File: config.mk
export PLATFORM = sky130hd
export DESIGN_NAME = legacy_mem_decoder
export DESIGN_NICKNAME = d
export VERILOG_FILES = /design/src/rtl/lmd_pkg.sv /design/src/rtl/lmd_decode.sv /design/src/rtl/lmd_ctrl.sv /design/src/rtl/lmd_datapath.sv /design/src/rtl/legacy_mem_decoder.sv
export SDC_FILE = /design/constraint.sdc
export NUM_CORES = 1
export LEC_CHECK = 0
export ABC_CLOCK_PERIOD_IN_PS = 3940
export BUFFER_PORTS_ARGS = -buffer_cell sky130_fd_sc_hd__buf_2
export CORE_MARGIN = 8
export CORE_UTILIZATION = 45
export DETAILED_ROUTE_END_ITERATION = 12
export PLACE_DENSITY_LB_ADDON = 0.15
export SETUP_SLACK_MARGIN = 0.1
export SYNTH_ARGS = -nofsm -noshare
export SYNTH_HDL_FRONTEND = slang
export SYNTH_SLANG_ARGS = --single-unit
export TNS_END_PERCENT = 1
File: constraint.sdc
create_clock -name clk -period 3.94 [get_ports clk]
set_input_delay 0.788 -clock clk [delete_from_list [all_inputs] [get_ports clk]]
set_output_delay 0.788 -clock clk [all_outputs]
set_load 0.05 [all_outputs]
File: src/rtl/lmd_pkg.sv
package lmd_pkg;
  // Target codes seen on tgtSel
  typedef enum logic [2:0] {
    TGT_RAM    = 3'd0,
    TGT_MGMT   = 3'd1,
    TGT_SHADOW = 3'd2,
    TGT_EXPROM = 3'd3,
    TGT_BIOS   = 3'd4,
    TGT_DEVICE = 3'd5,
    TGT_FILL   = 3'd6,
    TGT_DROP   = 3'd7
  } tgt_e;

  // 16 KiB legacy segments C0000..F0000 (F4000 and above fold onto F0000)
  localparam int SEG_COUNT = 13;

  // Strobes from control to datapath
  typedef struct packed {
    logic load;
    logic step;
    logic finish;
    logic flagErr;
  } ctrl_s;
endpackage

File: src/rtl/lmd_decode.sv
module lmd_decode
  import lmd_pkg::*;
#(
  parameter int              ADDR_W     = 36,
  parameter longint unsigned RAM_BYTES  = 64'h0100_0000,
  parameter longint unsigned BIOS_BYTES = 64'h0002_0000
) (
  input  logic [ADDR_W-1:0]    addr,
  input  logic                 isWrite,
  input  logic                 isCpu,
  input  logic                 mgmtAvail,
  input  logic                 mgmtOpen,
  input  logic                 mgmtLock,
  input  logic                 cpuMgmtMode,
  input  logic                 shadowCtlEn,
  input  logic [SEG_COUNT-1:0] segRdEn,
  input  logic [SEG_COUNT-1:0] segWrEn,
  input  logic                 biosWrEn,
  output tgt_e                 sel,
  output logic [ADDR_W-1:0]    tAddr
);
  localparam logic [ADDR_W-1:0] MGMT_LO   = ADDR_W'(64'h000A_0000);
  localparam logic [ADDR_W-1:0] LEG_LO    = ADDR_W'(64'h000C_0000);
  localparam logic [ADDR_W-1:0] HIGH_LO   = ADDR_W'(64'h0010_0000);
  localparam logic [ADDR_W-1:0] RAM_TOP   = ADDR_W'(RAM_BYTES);
  localparam logic [ADDR_W-1:0] BIOS_BASE = ADDR_W'(64'h1_0000_0000 - BIOS_BYTES);
  localparam logic [ADDR_W-1:0] BIOS_END  = ADDR_W'(64'h0_FFFF_FFFF);
  localparam logic [ADDR_W-1:0] BIOS_MASK = ADDR_W'(BIOS_BYTES - 64'd1);
  localparam logic [ADDR_W-1:0] TOP128    = ADDR_W'(BIOS_BYTES - 64'h2_0000);
  localparam logic [ADDR_W-1:0] EXP_BASE  = ADDR_W'(BIOS_BYTES);
  localparam logic [3:0]        SEG_MAX   = 4'(SEG_COUNT - 1);

  logic inMgmt, inLeg, inRam, inBios, upperLeg, mgmtGrant;
  logic [3:0] rawSeg, segIdx;
  logic [ADDR_W-1:0] romOff;

  assign inMgmt    = (addr >= MGMT_LO) && (addr < LEG_LO);
  assign inLeg     = (addr >= LEG_LO) && (addr < HIGH_LO);
  assign inRam     = (addr < MGMT_LO) || ((addr >= HIGH_LO) && (addr < RAM_TOP));
  assign inBios    = (addr >= BIOS_BASE) && (addr <= BIOS_END);
  assign rawSeg    = addr[17:14];
  assign segIdx    = (rawSeg > SEG_MAX) ? SEG_MAX : rawSeg;
  assign upperLeg  = addr[17];
  assign romOff    = upperLeg ? (TOP128 + ADDR_W'(addr[16:0]))
                              : (EXP_BASE + ADDR_W'(addr[16:0]));
  assign mgmtGrant = mgmtAvail && (mgmtOpen || (cpuMgmtMode && !mgmtLock));

  always_comb begin
    sel   = TGT_DROP;
    tAddr = addr;
    if (inMgmt) begin
      if (!isCpu)         sel = TGT_DROP;
      else if (mgmtGrant) sel = TGT_MGMT;
      else                sel = TGT_DEVICE;
    end else if (inLeg) begin
      if (isWrite) begin
        if (shadowCtlEn && segWrEn[segIdx]) begin
          sel = TGT_SHADOW;
        end else if (shadowCtlEn && upperLeg && biosWrEn) begin
          sel   = TGT_BIOS;
          tAddr = romOff;
        end
      end else if (shadowCtlEn && segRdEn[segIdx]) begin
        sel = TGT_SHADOW;
      end else begin
        sel   = upperLeg ? TGT_BIOS : TGT_EXPROM;
        tAddr = romOff;
      end
    end else if (inRam) begin
      sel = TGT_RAM;
    end else if (inBios) begin
      if (!isWrite || biosWrEn) begin
        sel   = TGT_BIOS;
        tAddr = addr & BIOS_MASK;
      end
    end else if (!isWrite) begin
      sel = TGT_FILL;
    end
  end
endmodule

File: src/rtl/lmd_ctrl.sv
module lmd_ctrl
  import lmd_pkg::*;
#(
  parameter int LEN_W = 3
) (
  input  logic             clk,
  input  logic             rstN,
  input  logic             reqValid,
  input  logic [LEN_W-1:0] reqLenM1,
  input  logic             crossPage,
  output logic             reqReady,
  output logic             busy,
  output logic             reqDone,
  output logic             reqErr,
  output ctrl_s            strb
);
  logic             busyQ;
  logic [LEN_W-1:0] left;
  logic             accept;

  assign accept       = reqValid && !busyQ;
  assign strb.load    = accept && !crossPage;
  assign strb.flagErr = accept && crossPage;
  assign strb.step    = busyQ && (left != '0);
  assign strb.finish  = busyQ && (left == '0);
  assign reqReady     = !busyQ;
  assign busy         = busyQ;

  always_ff @(posedge clk) begin
    if (!rstN) begin
      busyQ   <= 1'b0;
      left    <= '0;
      reqDone <= 1'b0;
      reqErr  <= 1'b0;
    end else begin
      reqDone <= strb.finish;
      reqErr  <= strb.flagErr;
      if (strb.load) begin
        busyQ <= 1'b1;
        left  <= reqLenM1;
      end else if (strb.finish) begin
        busyQ <= 1'b0;
      end else if (strb.step) begin
        left <= left - 1'b1;
      end
    end
  end
endmodule

File: src/rtl/lmd_datapath.sv
module lmd_datapath
  import lmd_pkg::*;
#(
  parameter int              ADDR_W     = 36,
  parameter int              MAX_BYTES  = 8,
  parameter int              LEN_W      = 3,
  parameter longint unsigned RAM_BYTES  = 64'h0100_0000,
  parameter longint unsigned BIOS_BYTES = 64'h0002_0000
) (
  input  logic                   clk,
  input  logic                   rstN,
  input  ctrl_s                  strb,
  input  logic                   busy,
  input  logic [ADDR_W-1:0]      reqAddr,
  input  logic [LEN_W-1:0]       reqLenM1,
  input  logic                   reqWrite,
  input  logic                   reqIsCpu,
  input  logic [8*MAX_BYTES-1:0] reqWdata,
  input  logic                   mgmtAvail,
  input  logic                   mgmtOpen,
  input  logic                   mgmtLock,
  input  logic                   cpuMgmtMode,
  input  logic                   shadowCtlEn,
  input  logic [SEG_COUNT-1:0]   segRdEn,
  input  logic [SEG_COUNT-1:0]   segWrEn,
  input  logic                   biosWrEn,
  output logic                   crossPage,
  output logic [ADDR_W-1:0]      curAddr,
  output logic                   curIsCpu,
  output logic                   tgtValid,
  output tgt_e                   tgtSel,
  output logic [ADDR_W-1:0]      tgtAddr,
  output logic                   tgtWrite,
  output logic [7:0]             tgtData
);
  localparam int DATA_W = 8 * MAX_BYTES;

  logic              curWrite;
  logic [DATA_W-1:0] dataSh;
  logic [12:0]       endOff;

  // last byte offset within the page of the first byte
  assign endOff    = {1'b0, reqAddr[11:0]} + 13'(reqLenM1);
  assign crossPage = endOff[12];

  always_ff @(posedge clk) begin
    if (!rstN) begin
      curAddr  <= '0;
      curWrite <= 1'b0;
      curIsCpu <= 1'b0;
      dataSh   <= '0;
    end else if (strb.load) begin
      curAddr  <= reqAddr;
      curWrite <= reqWrite;
      curIsCpu <= reqIsCpu;
      dataSh   <= reqWdata;
    end else if (strb.step) begin
      curAddr  <= curAddr + 1'b1;
      dataSh   <= dataSh >> 8;
    end
  end

  lmd_decode #(
    .ADDR_W(ADDR_W), .RAM_BYTES(RAM_BYTES), .BIOS_BYTES(BIOS_BYTES)
  ) u_decode (
    .addr(curAddr), .isWrite(curWrite), .isCpu(curIsCpu),
    .mgmtAvail(mgmtAvail), .mgmtOpen(mgmtOpen), .mgmtLock(mgmtLock),
    .cpuMgmtMode(cpuMgmtMode), .shadowCtlEn(shadowCtlEn),
    .segRdEn(segRdEn), .segWrEn(segWrEn), .biosWrEn(biosWrEn),
    .sel(tgtSel), .tAddr(tgtAddr)
  );

  assign tgtValid = busy;
  assign tgtWrite = busy && curWrite;
  assign tgtData  = (tgtSel == TGT_FILL) ? 8'hFF
                  : (curWrite ? dataSh[7:0] : 8'h00);
endmodule

File: src/rtl/legacy_mem_decoder.sv
module legacy_mem_decoder
  import lmd_pkg::*;
#(
  parameter int              ADDR_W     = 36,
  parameter int              MAX_BYTES  = 8,
  parameter longint unsigned RAM_BYTES  = 64'h0100_0000,
  parameter longint unsigned BIOS_BYTES = 64'h0002_0000,
  localparam int             LEN_W      = $clog2(MAX_BYTES)
) (
  input  logic                   clk,
  input  logic                   rstN,
  input  logic                   reqValid,
  output logic                   reqReady,
  input  logic [ADDR_W-1:0]      reqAddr,
  input  logic [LEN_W-1:0]       reqLenM1,
  input  logic                   reqWrite,
  input  logic                   reqIsCpu,
  input  logic [8*MAX_BYTES-1:0] reqWdata,
  input  logic                   mgmtAvail,
  input  logic                   mgmtOpen,
  input  logic                   mgmtLock,
  input  logic                   cpuMgmtMode,
  input  logic                   shadowCtlEn,
  input  logic [SEG_COUNT-1:0]   segRdEn,
  input  logic [SEG_COUNT-1:0]   segWrEn,
  input  logic                   biosWrEn,
  output logic                   tgtValid,
  output logic [2:0]             tgtSel,
  output logic [ADDR_W-1:0]      tgtAddr,
  output logic                   tgtWrite,
  output logic [7:0]             tgtData,
  output logic                   reqDone,
  output logic                   reqErr
);
  ctrl_s             strb;
  logic              busy, crossPage, curIsCpu;
  logic [ADDR_W-1:0] curAddr;
  tgt_e              selE;

  lmd_ctrl #(.LEN_W(LEN_W)) u_ctrl (
    .clk(clk), .rstN(rstN), .reqValid(reqValid), .reqLenM1(reqLenM1),
    .crossPage(crossPage), .reqReady(reqReady), .busy(busy),
    .reqDone(reqDone), .reqErr(reqErr), .strb(strb)
  );

  lmd_datapath #(
    .ADDR_W(ADDR_W), .MAX_BYTES(MAX_BYTES), .LEN_W(LEN_W),
    .RAM_BYTES(RAM_BYTES), .BIOS_BYTES(BIOS_BYTES)
  ) u_dp (
    .clk(clk), .rstN(rstN), .strb(strb), .busy(busy),
    .reqAddr(reqAddr), .reqLenM1(reqLenM1), .reqWrite(reqWrite),
    .reqIsCpu(reqIsCpu), .reqWdata(reqWdata),
    .mgmtAvail(mgmtAvail), .mgmtOpen(mgmtOpen), .mgmtLock(mgmtLock),
    .cpuMgmtMode(cpuMgmtMode), .shadowCtlEn(shadowCtlEn),
    .segRdEn(segRdEn), .segWrEn(segWrEn), .biosWrEn(biosWrEn),
    .crossPage(crossPage), .curAddr(curAddr), .curIsCpu(curIsCpu),
    .tgtValid(tgtValid), .tgtSel(selE), .tgtAddr(tgtAddr),
    .tgtWrite(tgtWrite), .tgtData(tgtData)
  );

  assign tgtSel = selE;
endmodule

# After elaboration in Yosys (flattened, before gate mapping)
# Cells that the tools add are included.
# totals
out_inout_bits	52
rom_bits	0
latchBits	0
n_memories	0
reg_bits	108
wordCells	92
mem_bits_rw	0
input_bits	140
# op_classes
bitwise_logic	0
n_div	0
muxes	39
multipliers	0
shifts	0
reduce_logical	28
add_sub_neg	4
n_eq_ne	2
n_lt_le_gt_ge	11
# ops
operator	n
36-bit two-way mux	11
64-bit two-way mux	2
36-bit by 20-bit greater-or-equal comparator with 1-bit output, second input constant	2
36-bit by 20-bit less-than comparator with 1-bit output, second input constant	2
3-bit two-way mux	13
36-bit by 1-bit adder with 36-bit output, second input constant	1
36-bit by 21-bit greater-or-equal comparator with 1-bit output, second input constant	1
36-bit by 32-bit greater-or-equal comparator with 1-bit output, second input constant	1
36-bit by 32-bit <= comparator with 1-bit output, second input constant	1
36-bit by 21-bit less-than comparator with 1-bit output, second input constant	1
36-bit by 25-bit less-than comparator with 1-bit output, second input constant	1
18-bit by 17-bit adder with 19-bit output, first input constant	1
19-bit two-way mux	1
1-bit logical AND	16
8-bit two-way mux	2
12-bit by 3-bit adder with 13-bit output	1
1-bit binary-select mux with 4-bit select	2
4-bit by 5-bit less-than comparator with 1-bit output, second input constant	1
1-bit two-way mux	5
4-bit > comparator, second input constant	1
1-bit logical NOT	4
2-bit two-way mux	2
4-bit two-way mux	1
2-bit nonzero test	2
7 further kinds	9

# Logic depth before layout (Yosys ltp)
# Gate-level depths: netlist (run 1).
# depth
word_depth	11
depth_mapped	11
depth_no_buf	11

# Hierarchy
# A second synthesis (run 1) with hierarchy kept.
# unflattened
cells_unflattened	718
hier_area_um2	6351.1
# by_module_without_submodules
module	instances	area_each_um2	cells_per_inst
lmd_datapath	1	5089.9	560
lmd_decode	1	943.4	124
lmd_ctrl	1	317.8	34

# Worst setup path after synthesis (run 1)
# Ideal clock, no wire load.
# synth_path
path_kind	input to output
startpoint	input segRdEn[5]
endpoint	output tgtAddr[17]
cell_stages	6
arrival_ps	3845
slack_ps	-693
path_cell_list	nand2b_1 mux4_2 mux4_2 nand2_1 ha_1 o41ai_1
# synth_via
elab_chain_cells	7
# synth_rtl
item	line_no	rtl
from (decl)	legacy_mem_decoder.sv:24	input logic [SEG_COUNT-1:0] segRdEn,
1-bit binary-select mux with 4-bit select	lmd_decode.sv:63	end else if (shadowCtlEn && segRdEn[segIdx]) begin
1-bit two-way mux (implied by the code)	lmd_decode.sv:63	
1-bit logical AND	lmd_decode.sv:63	
36-bit two-way mux	lmd_decode.sv:63	
36-bit two-way mux	lmd_decode.sv:56	if (isWrite) begin
36-bit two-way mux	lmd_decode.sv:55	end else if (inLeg) begin
36-bit two-way mux	lmd_decode.sv:51	if (inMgmt) begin
to (decl)	legacy_mem_decoder.sv:29	output logic [ADDR_W-1:0] tgtAddr,
# No other way between the ends. The select of a mux whose other input is x is not followed.

# Final worst setup path (run 1)
# layout_path
startpoint	input segRdEn[5]
endpoint	output tgtData[7]
# layout_via
elab_chain_cells	9
# layout_rtl
item	line_no	rtl
1-bit binary-select mux with 4-bit select	lmd_decode.sv:63	
1-bit two-way mux (implied by the code)	lmd_decode.sv:63	
1-bit logical AND	lmd_decode.sv:63	
3-bit two-way mux	lmd_decode.sv:63	
3-bit two-way mux	lmd_decode.sv:56	
3-bit two-way mux	lmd_decode.sv:55	
3-bit two-way mux	lmd_decode.sv:51	
3-bit equality test	lmd_datapath.sv:75	assign tgtData = (tgtSel == TGT_FILL) ? 8'hFF
8-bit two-way mux	lmd_datapath.sv:75	
to (decl)	legacy_mem_decoder.sv:31	output logic [7:0] tgtData,
# No other way between the ends. The select of a mux whose other input is x is not followed.

==> reports/qor.yml, run 1 <==
status: "completed"
report.final.setup_viol: 0
max_slew.worst_pin.slew_ps: 922
dr_total_vias: 5840
synthesis.area_sq_um: 5700
wl_met1_mm: 7.80
synthTopCellsByArea: "dfxtp_1 38%, a21oi_1 9.2%, a22oi_1 7.9%"
starting_drc_count_in_detailed_routing: 466
wl_met3_mm: 1.57
grt_start_max_net_pins: 99
timing.critical_path.arrival_ps: 3140
multi_input_comb_area_sq_um: 3270
whs_ps: 456
core-area_sq_um: 12500
worst_path_largest_cell_delay_ps: 520
synth_largest_type_area_fraction: 0.380
hold_viol: 0
leakage_nw: 2.91
pwr-share-clk: 0.301
share_seq_of_total_power: 0.426
critPathMaxFanout: 8
detailed_place_hpwl_mm: 12.8
final_layout_size_suffix_gt1_frac: 0.301
place.gp.congestion: 0.911
synth.largest_area_cell: "dfxtp_1"
detail_route.drc_violations: 0
clock_skew_ps: 8.43
power.density_nw_per_um2: 404
fin_crit_sh: 0.998
layout-area-overhead-vs-synth_pct: 26.0
fin_area_sq_um: 7180
hold_path.class: "reg2reg"
route.met2.wl_mm: 8.10
drt-vias-per-instance: 5.65
synth_simple_gate_area_frac: 0.218
synthDistinctLibCells: 61
syn_avg_cell_area_sq_um: 7.99
cts_tree: "done"
timing.final.max_slew_violations: 0
clk_path_buf_depth: 2
grt_antenna_before_repair: 3
fin_ws_ps: 9.03
synth_top_flop_cell: "dfxtp_1"
crit_family: "multiplexers"
power.ir.vdd_worst_v: 0.000229
worst_path_buffer_plus_inverter_count: 3
synth_adder_area_share: 0.0176
fp-row-count: 41
floorplan.io_pins: 192
worst_path_max_delay_cell: "mux4_2"
routed_wire_length_per_instance_um: 17.2
final_core_util: 0.576
global_route.overflow_total: 0
numClockSinks: 108
most-common-layout-cells: "181 x buf_2, 108 x dfxtp_1, 106 x nand2_1, 105 x a21oi_1, 60 x a22oi_1"
placed_area_sq_um: 6770
vert_die_dim_um: 129
crit_type: "in2out"
first_pass_iteration_count_of_the_detailed_router: 5
synth_warnings: 0
initial_utilization: 0.457
first_pass_grt_wire_length_mm: 28.0
die_width_um: 129
ys_ff_latch: 108
netSwitchingFraction: 0.343
synth_nets: 861
design_power_total_mw: 2.90
power_frac_comb: 0.272
timing.slew.headroom: 0.384
portbufs: 191
layout.area.seq_sq_um: 2160
timing.critical_path.to_type: "output pin"
routed_wl_mm: 17.7
synth_top_family_by_area: "compound AO/OA/AOI/OAI gates"
portion_of_the_post_synthesis_area_used_by_sequential_elements: 0.380
grt_pass1_vias: 5635
cts.clk_slew.worst_paths_ps: 80
placement.setup.worst_slack_ps: -190
fp.dieArea_sq_um: 16500
layout.filler_cells: 1208
layout_min_cycle_time_ps: 3930
cp_data_required_time_ps: 3150
cts-buffers-inserted: 9
power_report.internal_total_mw: 1.91
cts_root_buffer: "clkbuf_16"
synth_edf_count: 0
fmax_mhz: 254
fin_nets: 1005
p_sw_mw: 0.997
ctsHtreeMaxLevel: 3
syn-instance-count: 713
most_common_cell_after_layout_fill_and_taps_aside: "buf_2"
drt.antenna.violating_nets: 0
grt_setup_unrepaired: "true"
post_synth_xor_area_fraction: 0.0123
clock_insertion_delay_worst_skew_ps: 350
crit_path_start_kind: "input pin"
maximum_capacitance_violations: 0
synth_compound_area_frac: 0.266
top_layer_used: "met5"
gr-usage-all-layers: 0.207
critical_path.cell_chain: "buf_6, nand2b_4, mux4_2, mux4_2, nand2_4, ha_4, o2111a_1, o31a_1, o31ai_2, buf_12, o21ai_4, buf_6"
async_flop_share: 0
muxShareOfSynthArea: 0.0290
-- synth_stat cells, types with 12 or more instances --
cell / count
a22oi_1: 60
dfxtp_1: 108
o21ai_1: 14
clkbuf_1: 41
nand3_1: 35
nand2_1: 107
a21oi_1: 105
buf_2: 12
nand4_1: 14
buf_4: 23
nor2_1: 32
and2_1: 14
nor3_1: 12
-- power groups by stage --
stage | Sequential [mW] | Combinational [mW] | Clock [mW]
after floorplan | 1.24 | 0.557 | 0
after global placement | 1.26 | 0.734 | 0
after detailed placement | 1.26 | 0.748 | 0
after CTS | 1.24 | 0.789 | 0.889
after global routing | 1.25 | 0.849 | 0.948
final | 1.24 | 0.790 | 0.874
-- worst min-delay path: stages, from the launching register on --
cell and delay [ps]:
dfxtp_1 310, nand2_1 50, a21oi_1 50
-- kinds of logic (layout without fill, tap and decap cells) --
kind of cell | Yosys count | after routing
xor+xnor | 8 | 8
simple gates | 257 | 257
other cells | 0 | 1
flops | 108 | 108
compound gates | 235 | 235
buf+inv | 88 | 236
fa+ha+maj | 8 | 8
mux | 9 | 9
-- worst paths after layout --
path / startpoint / end / slack, ps / depth (start not counted)
min reg2reg: u_dp.dataSh[49] / u_dp.dataSh[49] / 460 / 2
max: segRdEn[5] / tgtData[7] / 9 / 12
max reg2reg: u_dp.curAddr[0] / u_dp.curAddr[34] / 1560 / 7
min: u_dp.dataSh[49] / u_dp.dataSh[49] / 460 / 2
-- flip-flops by register name, summed over array words and instances (netlist names) --
signal	flops
u_dp.dataSh	64
u_dp.curAddr	36
u_ctrl.left	3
u_ctrl.busy	1
u_ctrl.reqDone	1
u_ctrl.reqErr	1
u_dp.curIsCpu	1
u_dp.curWrite	1
-- through the flow --
| step | std cells | TNS, ps |
|---|---|---|
| final | 1034 | 0 |
| after global routing | 1033 | -311 |
| after CTS | 1033 | 0 |
| after detailed placement | 1014 | -1570 |
| after global placement | 1014 | -641 |
| after floorplan | 713 | -278 |
-- what timing repair did --
| item | in CTS | in global routing |
|---|---|---|
| hold buffers | 0 | 0 |
| endpoints found under the hold margin | 0 | 0 |
| buffers inserted | 4 | 0 |
| gates resized for setup | 25 | 3 |
| pin swaps | 1 | 0 |
| setup endpoints to repair | 10 | 10 |
-- final cells by class --
type,count,share of cell area
inverter,11,0.00593
sequential,108,0.301
clock buffer,9,0.0314
clock inverter,6,0.00784
antenna,1,0.000349
timing repair buffer,210,0.168
tap,172,0.0300
multi-input combinational,517,0.456
-- per-layer routing --
metal / global-route usage / up-vias
li1: - / 2861
met1: 0.267 / 2719
met2: 0.327 / 227
met3: 0.0662 / 27
met4: 0.0532 / 6
met5: 0 / -
Note: power is estimated with default switching activity, not from simulation.
==> run 2, diff against run 1 <==
- CORE_ASPECT_RATIO: not set -> 1.25
- CORE_UTILIZATION: 45 -> 51
==> run 2 against run 1 <==
Compared with the run above: first-iteration DRC count is 36% lower; fmax is 0.55% lower; sequential share of layout area is 0.063 points higher; critical path type unchanged; highest routed layer unchanged; combinational power is 1% higher; cell area is 0.21% lower; the run now ends with setup timing left.
==> reports/qor.yml, run 2 (synthesized netlist as in run 1, its figures left out) <==
fin_crit_sh: 1.00  # +0.00547
fmax_mhz: 253  # -0.55%
timing.critical_path.to_type: "output pin"
power.density_nw_per_um2: 415  # +2.7%
maximum_capacitance_violations: 0  # unchanged
grt_pass1_vias: 5786  # +2.7%
worst_path_max_delay_cell: "mux4_2"
power.ir.vdd_worst_v: 0.000297  # +30%
detail_route.drc_violations: 0  # unchanged
gr-usage-all-layers: 0.228  # +0.0213
fin_ws_ps: -12.5  # -21.6 ps
critical_path.most_common_cell: "mux4_2"
first_pass_grt_wire_length_mm: 28.7  # +2.4%
final_cells: 996  # -3.7%
vert_die_dim_um: 134  # +4.4%
cp_data_required_time_ps: 3150  # about the same
layout_min_cycle_time_ps: 3950  # +21.6 ps
critical_path.cell_chain: "buf_2, nand2b_1, mux4_2, mux4_2, nand2_4, ha_4, o2111a_1, o31a_1, o31ai_2, buf_12, o21ai_4, buf_8"
fin_area_sq_um: 7160  # -0.21%
cts_hold_repair.buffers: 0  # unchanged
wl_met3_mm: 1.25  # -20%
ctsHtreeMaxLevel: 3  # unchanged
grt_setup_unrepaired: "true"
clock_skew_ps: 7.89  # -0.540 ps
critPathMaxFanout: 8  # unchanged
placement.setup.worst_slack_ps: -127  # +63.3 ps
placed_cells: 979  # -3.5%
clock_insertion_delay_worst_skew_ps: 350  # about the same
detailed_place_hpwl_mm: 12.9  # +0.41%
hold_path.class: "reg2reg"
timing.slew.headroom: 0.566  # +0.183
most_common_cell_after_layout_fill_and_taps_aside: "buf_2"
crit_type: "in2out"
hold_viol: 0  # unchanged
status: "complete, but fails checks"
drt.antenna.violating_nets: 0  # unchanged
timing.final.max_slew_violations: 0  # unchanged
grt_antenna_before_repair: 3  # unchanged
worst_path_largest_cell_delay_ps: 520  # about the same
max_slew.worst_pin.slew_ps: 650  # -272 ps
registers.top_by_ff_count: "u_dp.dataSh"
most-common-layout-cells: "180 x buf_2, 108 x dfxtp_1, 106 x nand2_1, 105 x a21oi_1, 59 x a22oi_1"
timing.critical_path.arrival_ps: 3160  # +20 ps
cts_root_buffer: "clkbuf_16"
crit_family: "multiplexers"
drt-vias-per-instance: 5.96  # +5.5%
place.gp.congestion: 0.892  # -2.2%
cts.clk_slew.worst_paths_ps: 80  # about the same
routed_wl_mm: 17.8  # +0.22%
whs_ps: 457  # +0.881 ps
registers_with_the_most_flip_flops: "u_dp.dataSh: 64 flops, u_dp.curAddr: 36 flops, u_ctrl.left: 3 flops"
cts-buffers-inserted: 9  # unchanged
clk_path_buf_depth: 2  # unchanged
leakage_nw: 2.91  # +0.13%
floorplan.io_pins: 192  # unchanged
dr_total_vias: 5937  # +1.7%
violations_in_the_final_reports: "setup timing"
die_width_um: 111  # -14%
global_route.overflow_total: 0  # unchanged
first_pass_iteration_count_of_the_detailed_router: 5  # unchanged
design_power_total_mw: 2.98  # +2.5%
worst_path_buffer_plus_inverter_count: 3  # unchanged
fp.dieArea_sq_um: 14800  # -10%
layout-area-overhead-vs-synth_pct: 25.7
portbufs: 191  # unchanged
starting_drc_count_in_detailed_routing: 297  # -36%
final_layout_size_suffix_gt1_frac: 0.300  # -0.000813
initial_utilization: 0.519  # +0.0620
crit_path_start_kind: "input pin"
wl_met1_mm: 7.09  # -9.0%
routed_wire_length_per_instance_um: 17.9  # +4.0%
fp-row-count: 43  # +4.9%
route.met2.wl_mm: 9.03  # +12%
cts_tree: "done"
largest_register_ffs: 64  # unchanged
timing.setup.tns_ps: -22.7  # -22.7 ps
fin_nets: 1003  # -0.20%
top_layer_used: "met5"
core-area_sq_um: 11000  # -12%
numClockSinks: 108  # unchanged
placed_area_sq_um: 6750  # -0.28%
grt_start_max_net_pins: 66  # -33%
final_core_util: 0.653  # +0.0768
report.final.setup_viol: 2  # +2
## run 2: changes by cell type in the layout (fill, tap and decap cells not counted), moves of 3 or more
cell and change:
buf_6 -6, buf_8 +4, buf_4 -3, clkbuf_4 +3
## run 2: worst paths after layout
path,start,end,slack [ps],cells after the start
worst max-delay path,segRdEn[5],tgtData[7],-10,12
worst min-delay path,u_dp.dataSh[21],u_dp.dataSh[21],460,2
worst max register to register,u_dp.curAddr[0],u_dp.curAddr[26],1610,7
worst min register to register,u_dp.dataSh[21],u_dp.dataSh[21],460,2
## run 2: area by class of cell
type | count | area (sq um)
diodes | 1 | 2.50
repair buffers | 208 | 1210
clock inverters | 7 | 83.8
multi-input cells | 517 | 3270
inverters | 11 | 42.5
clock buffers | 9 | 225
fillers | 1019 | 3810
well taps | 135 | 169
flip-flops and latches | 108 | 2160
## run 2: where the power goes
group / internal, mW / switching (mW)
clock network: 0.504 / 0.433
registers: 1.17 / 0.0722
logic: 0.303 / 0.495
total: 1.98 / 1.00
## run 2: layer usage
metal,vias to the layer above,track usage
met2,223,0.391
met4,4,0.0918
met5,-,0
met1,2820,0.265
met3,32,0.0594
li1,2858,-
## run 2: what timing repair did
action	CTS	global route
endpoints found under the setup margin	9	9
gates resized for setup	21	10
pin swaps	2	1
buffers inserted	0	0
## run 2: worst register-to-register path: cells and delay by family (launching register included)
kind | cells | cell delay, ps
AO/OA/AOI/OAI | 2 | 340
AND/OR/NAND/NOR | 4 | 1220
adder cells (fa/ha/maj) | 1 | 220
flip-flops | 1 | 470
==> run 3, diff against run 2 <==
- ABC_AREA: not set -> 1
- CORE_UTILIZATION: 51 -> 52
- CTS_BUF_LIST: not set -> sky130_fd_sc_hd__clkbuf_8
==> run 3 against run 2 <==
Compared with the run above: the flow now finishes without violations; register-to-register slack got worse by 70 ps; synthesized cell count increased by 44%; hold slack improved by 14 ps; utilization decreased by 3.6 points; combinational power increased by 12%; flip-flop and latch count unchanged; fmax increased by 8.6%; largest power group unchanged.
==> reports/qor.yml, run 3 <==
starting_drc_count_in_detailed_routing: 545  # +84%
fin_crit_sh: 0.924  # -0.0795
grt_antenna_before_repair: 4  # +1
synth_top_flop_cell: "dfxtp_1"
cts.clk_slew.worst_paths_ps: 110  # +30 ps
yosys.cell_count.top_type: "nand2_1"
worst_path_max_delay_cell: "dfxtp_2"
synthesis.area_sq_um: 6670  # +17%
placement.setup.worst_slack_ps: 506  # +633 ps
timing.slew.headroom: 0.430  # -0.136
crit_type: "reg2out"
grt_setup_unrepaired: "false"
global_route.overflow_total: 0  # unchanged
syn-instance-count: 1028  # +44%
initial_utilization: 0.529  # +0.0101
core-area_sq_um: 12600  # +15%
ys_ff_latch: 108  # unchanged
first_pass_grt_wire_length_mm: 35.1  # +22%
registers_with_the_most_flip_flops: "u_dp.dataSh: 64 flops, u_dp.curAddr: 36 flops, u_ctrl.left: 3 flops"
post_cts_resized: 1  # -95%
synth_nets: 1176  # +37%
synth_warnings: 0  # unchanged
whs_ps: 471  # +14.4 ps
cts_root_buffer: "clkbuf_8"
ys_top_cells_by_count: "307 x nand2_1, 108 x dfxtp_1, 108 x nand3_1"
clock_insertion_delay_worst_skew_ps: 400  # +50 ps
fin_nets: 1311  # +31%
portbufs: 191  # unchanged
report.final.setup_viol: 0  # -2
vert_die_dim_um: 143  # +6.3%
detailed_place_hpwl_mm: 16.5  # +28%
synth.largest_area_cell: "dfxtp_1"
timing.critical_path.arrival_ps: 2850  # -310 ps
grt_pass1_vias: 7092  # +23%
postCtsSetupRepairBufs: 0  # unchanged
layout-area-overhead-vs-synth_pct: 16.5
drt-vias-per-instance: 5.54  # -7.1%
multi_input_comb_area_sq_um: 3800  # +16%
layout_min_cycle_time_ps: 3640  # -313 ps
detail_route.drc_violations: 0  # unchanged
synthDistinctLibCells: 47  # -23%
registers.top_by_ff_count: "u_dp.dataSh"
ctsHtreeMaxLevel: 3  # unchanged
first_pass_iteration_count_of_the_detailed_router: 6  # +1
worst_path_largest_cell_delay_ps: 520  # about the same
fp.dieArea_sq_um: 16700  # +13%
grt_start_max_net_pins: 63  # -4.5%
cp_data_required_time_ps: 3150  # about the same
timing.critical_path.to_type: "output pin"
most-common-layout-cells: "305 x nand2_1, 191 x buf_2, 108 x nand3_1, 107 x dfxtp_1, 68 x inv_1"
synthTopCellsByArea: "dfxtp_1 32%, nand2_1 17%, nand3_1 8.1%"
routed_wire_length_per_instance_um: 16.4  # -8.2%
most_common_cell_after_layout_fill_and_taps_aside: "nand2_1"
layout.filler_cells: 1298  # +27%
clock_skew_ps: 11.4  # +3.49 ps
fin_area_sq_um: 7770  # +8.4%
cts-buffers-inserted: 9  # unchanged
cts_hold_repair.buffers: 0  # unchanged
synth_largest_type_area_fraction: 0.324  # -0.0554
final_layout_size_suffix_gt1_frac: 0.239  # -0.0611
timing.final.max_slew_violations: 0  # unchanged
critPathMaxFanout: 12  # +4
hold_path.class: "reg2reg"
layout.area.seq_sq_um: 2160  # about the same
clk_path_buf_depth: 2  # unchanged
numClockSinks: 108  # unchanged
cts_tree: "done"
max_slew.worst_pin.slew_ps: 854  # +204 ps
hold_viol: 0  # unchanged
fmax_mhz: 275  # +8.6%
crit_path_start_kind: "register"
routed_wl_mm: 21.9  # +23%
async_flop_share: 0  # unchanged
syn_avg_cell_area_sq_um: 6.49  # -19%
placed_area_sq_um: 7550  # +12%
power.density_nw_per_um2: 374  # -10%
gr-usage-all-layers: 0.255  # +0.0268
maximum_capacitance_violations: 0  # unchanged
portion_of_the_post_synthesis_area_used_by_sequential_elements: 0.324  # -0.0554
critical_path.cell_chain: "clkinv_1, a21oi_1, nand2_1, nand3_1, a21oi_1, o211ai_1, ha_1, nand2_1, nand2_1, a21oi_1, nor2_2, nand2_4, nand2_2, buf_2"
fin_ws_ps: 301  # +313 ps
final_core_util: 0.616  # -0.0364
drt.antenna.violating_nets: 0  # unchanged
timing.setup.tns_ps: 0  # +22.7 ps
largest_register_ffs: 64  # unchanged
leakage_nw: 3.38  # +16%
fp-row-count: 46  # +7.0%
power.ir.vdd_worst_v: 0.000263  # -12%
die_width_um: 117  # +6.1%
dr_total_vias: 7401  # +25%
floorplan.io_pins: 192  # unchanged
synth_edf_count: 0  # unchanged
status: "completed"
place.gp.congestion: 1.01  # +13%
-- run 3: logic make-up (layout without fill, tap and decap cells) --
logic type	Yosys count	after routing	share of synthesized area
AO/OA/AOI/OAI	168	168	0.148
XOR/XNOR	12	12	0.0158
adder cells (fa/ha/maj)	8	8	0.0150
buffers and inverters	160	300	0.107
flip-flops	108	108	0.324
other	0	1	0
AND/OR/NAND/NOR	572	572	0.391
-- run 3: layout make-up --
type                    instances  share of cell area
diodes                          1            0.000322
clock buffers                   9              0.0159
flip-flops and latches        108               0.279
inverters                      81              0.0391
repair buffers                203               0.138
well taps                     168              0.0271
multi-input cells             760               0.489
clock inverters                 7              0.0118
-- run 3: where the power goes --
| group | total [mW] | internal (mW) | switching [mW] |
|---|---|---|---|
| clock | 0.745 | 0.311 | 0.434 |
| combinational | 0.897 | 0.261 | 0.636 |
| sequential | 1.26 | 1.17 | 0.0868 |
| total | 2.90 | 1.75 | 1.16 |
-- run 3: worst max-delay path, delay by kind of cell (launching register included) --
family,cells,cell delay (ps)
and+or+nand+nor,7,630
adders and majority gates,1,230
buffers and inverters,2,570
AOI/OAI and AO/OA,4,490
DFF,1,520
-- run 3: stage by stage --
step,std cells,power (mW)
final,1337,2.90
after global routing,1337,3.04
after CTS,1336,2.90
after detailed placement,1320,2.18
after global placement,1320,2.17
after floorplan,1028,1.94
-- run 3: worst paths after layout --
| kind | start | endpoint | cells past startpoint | slack, ps |
|---|---|---|---|---|
| setup / recovery | u_dp.curAddr[14] | tgtData[2] | 14 | 300 |
| hold / removal | u_dp.dataSh[62] | u_dp.dataSh[62] | 2 | 470 |
| hold reg to reg | u_dp.dataSh[62] | u_dp.dataSh[62] | 2 | 470 |
| setup reg to reg | u_dp.curAddr[14] | u_dp.curAddr[30] | 8 | 1540 |
-- run 3: routing by layer --
metal | track usage | wire, um | vias up
met5 | 0 | 41 | -
met4 | 0.128 | 843 | 6
met3 | 0.0533 | 1470 | 59
met2 | 0.441 | 10800 | 284
met1 | 0.294 | 8820 | 3381
li1 | - | - | 3671
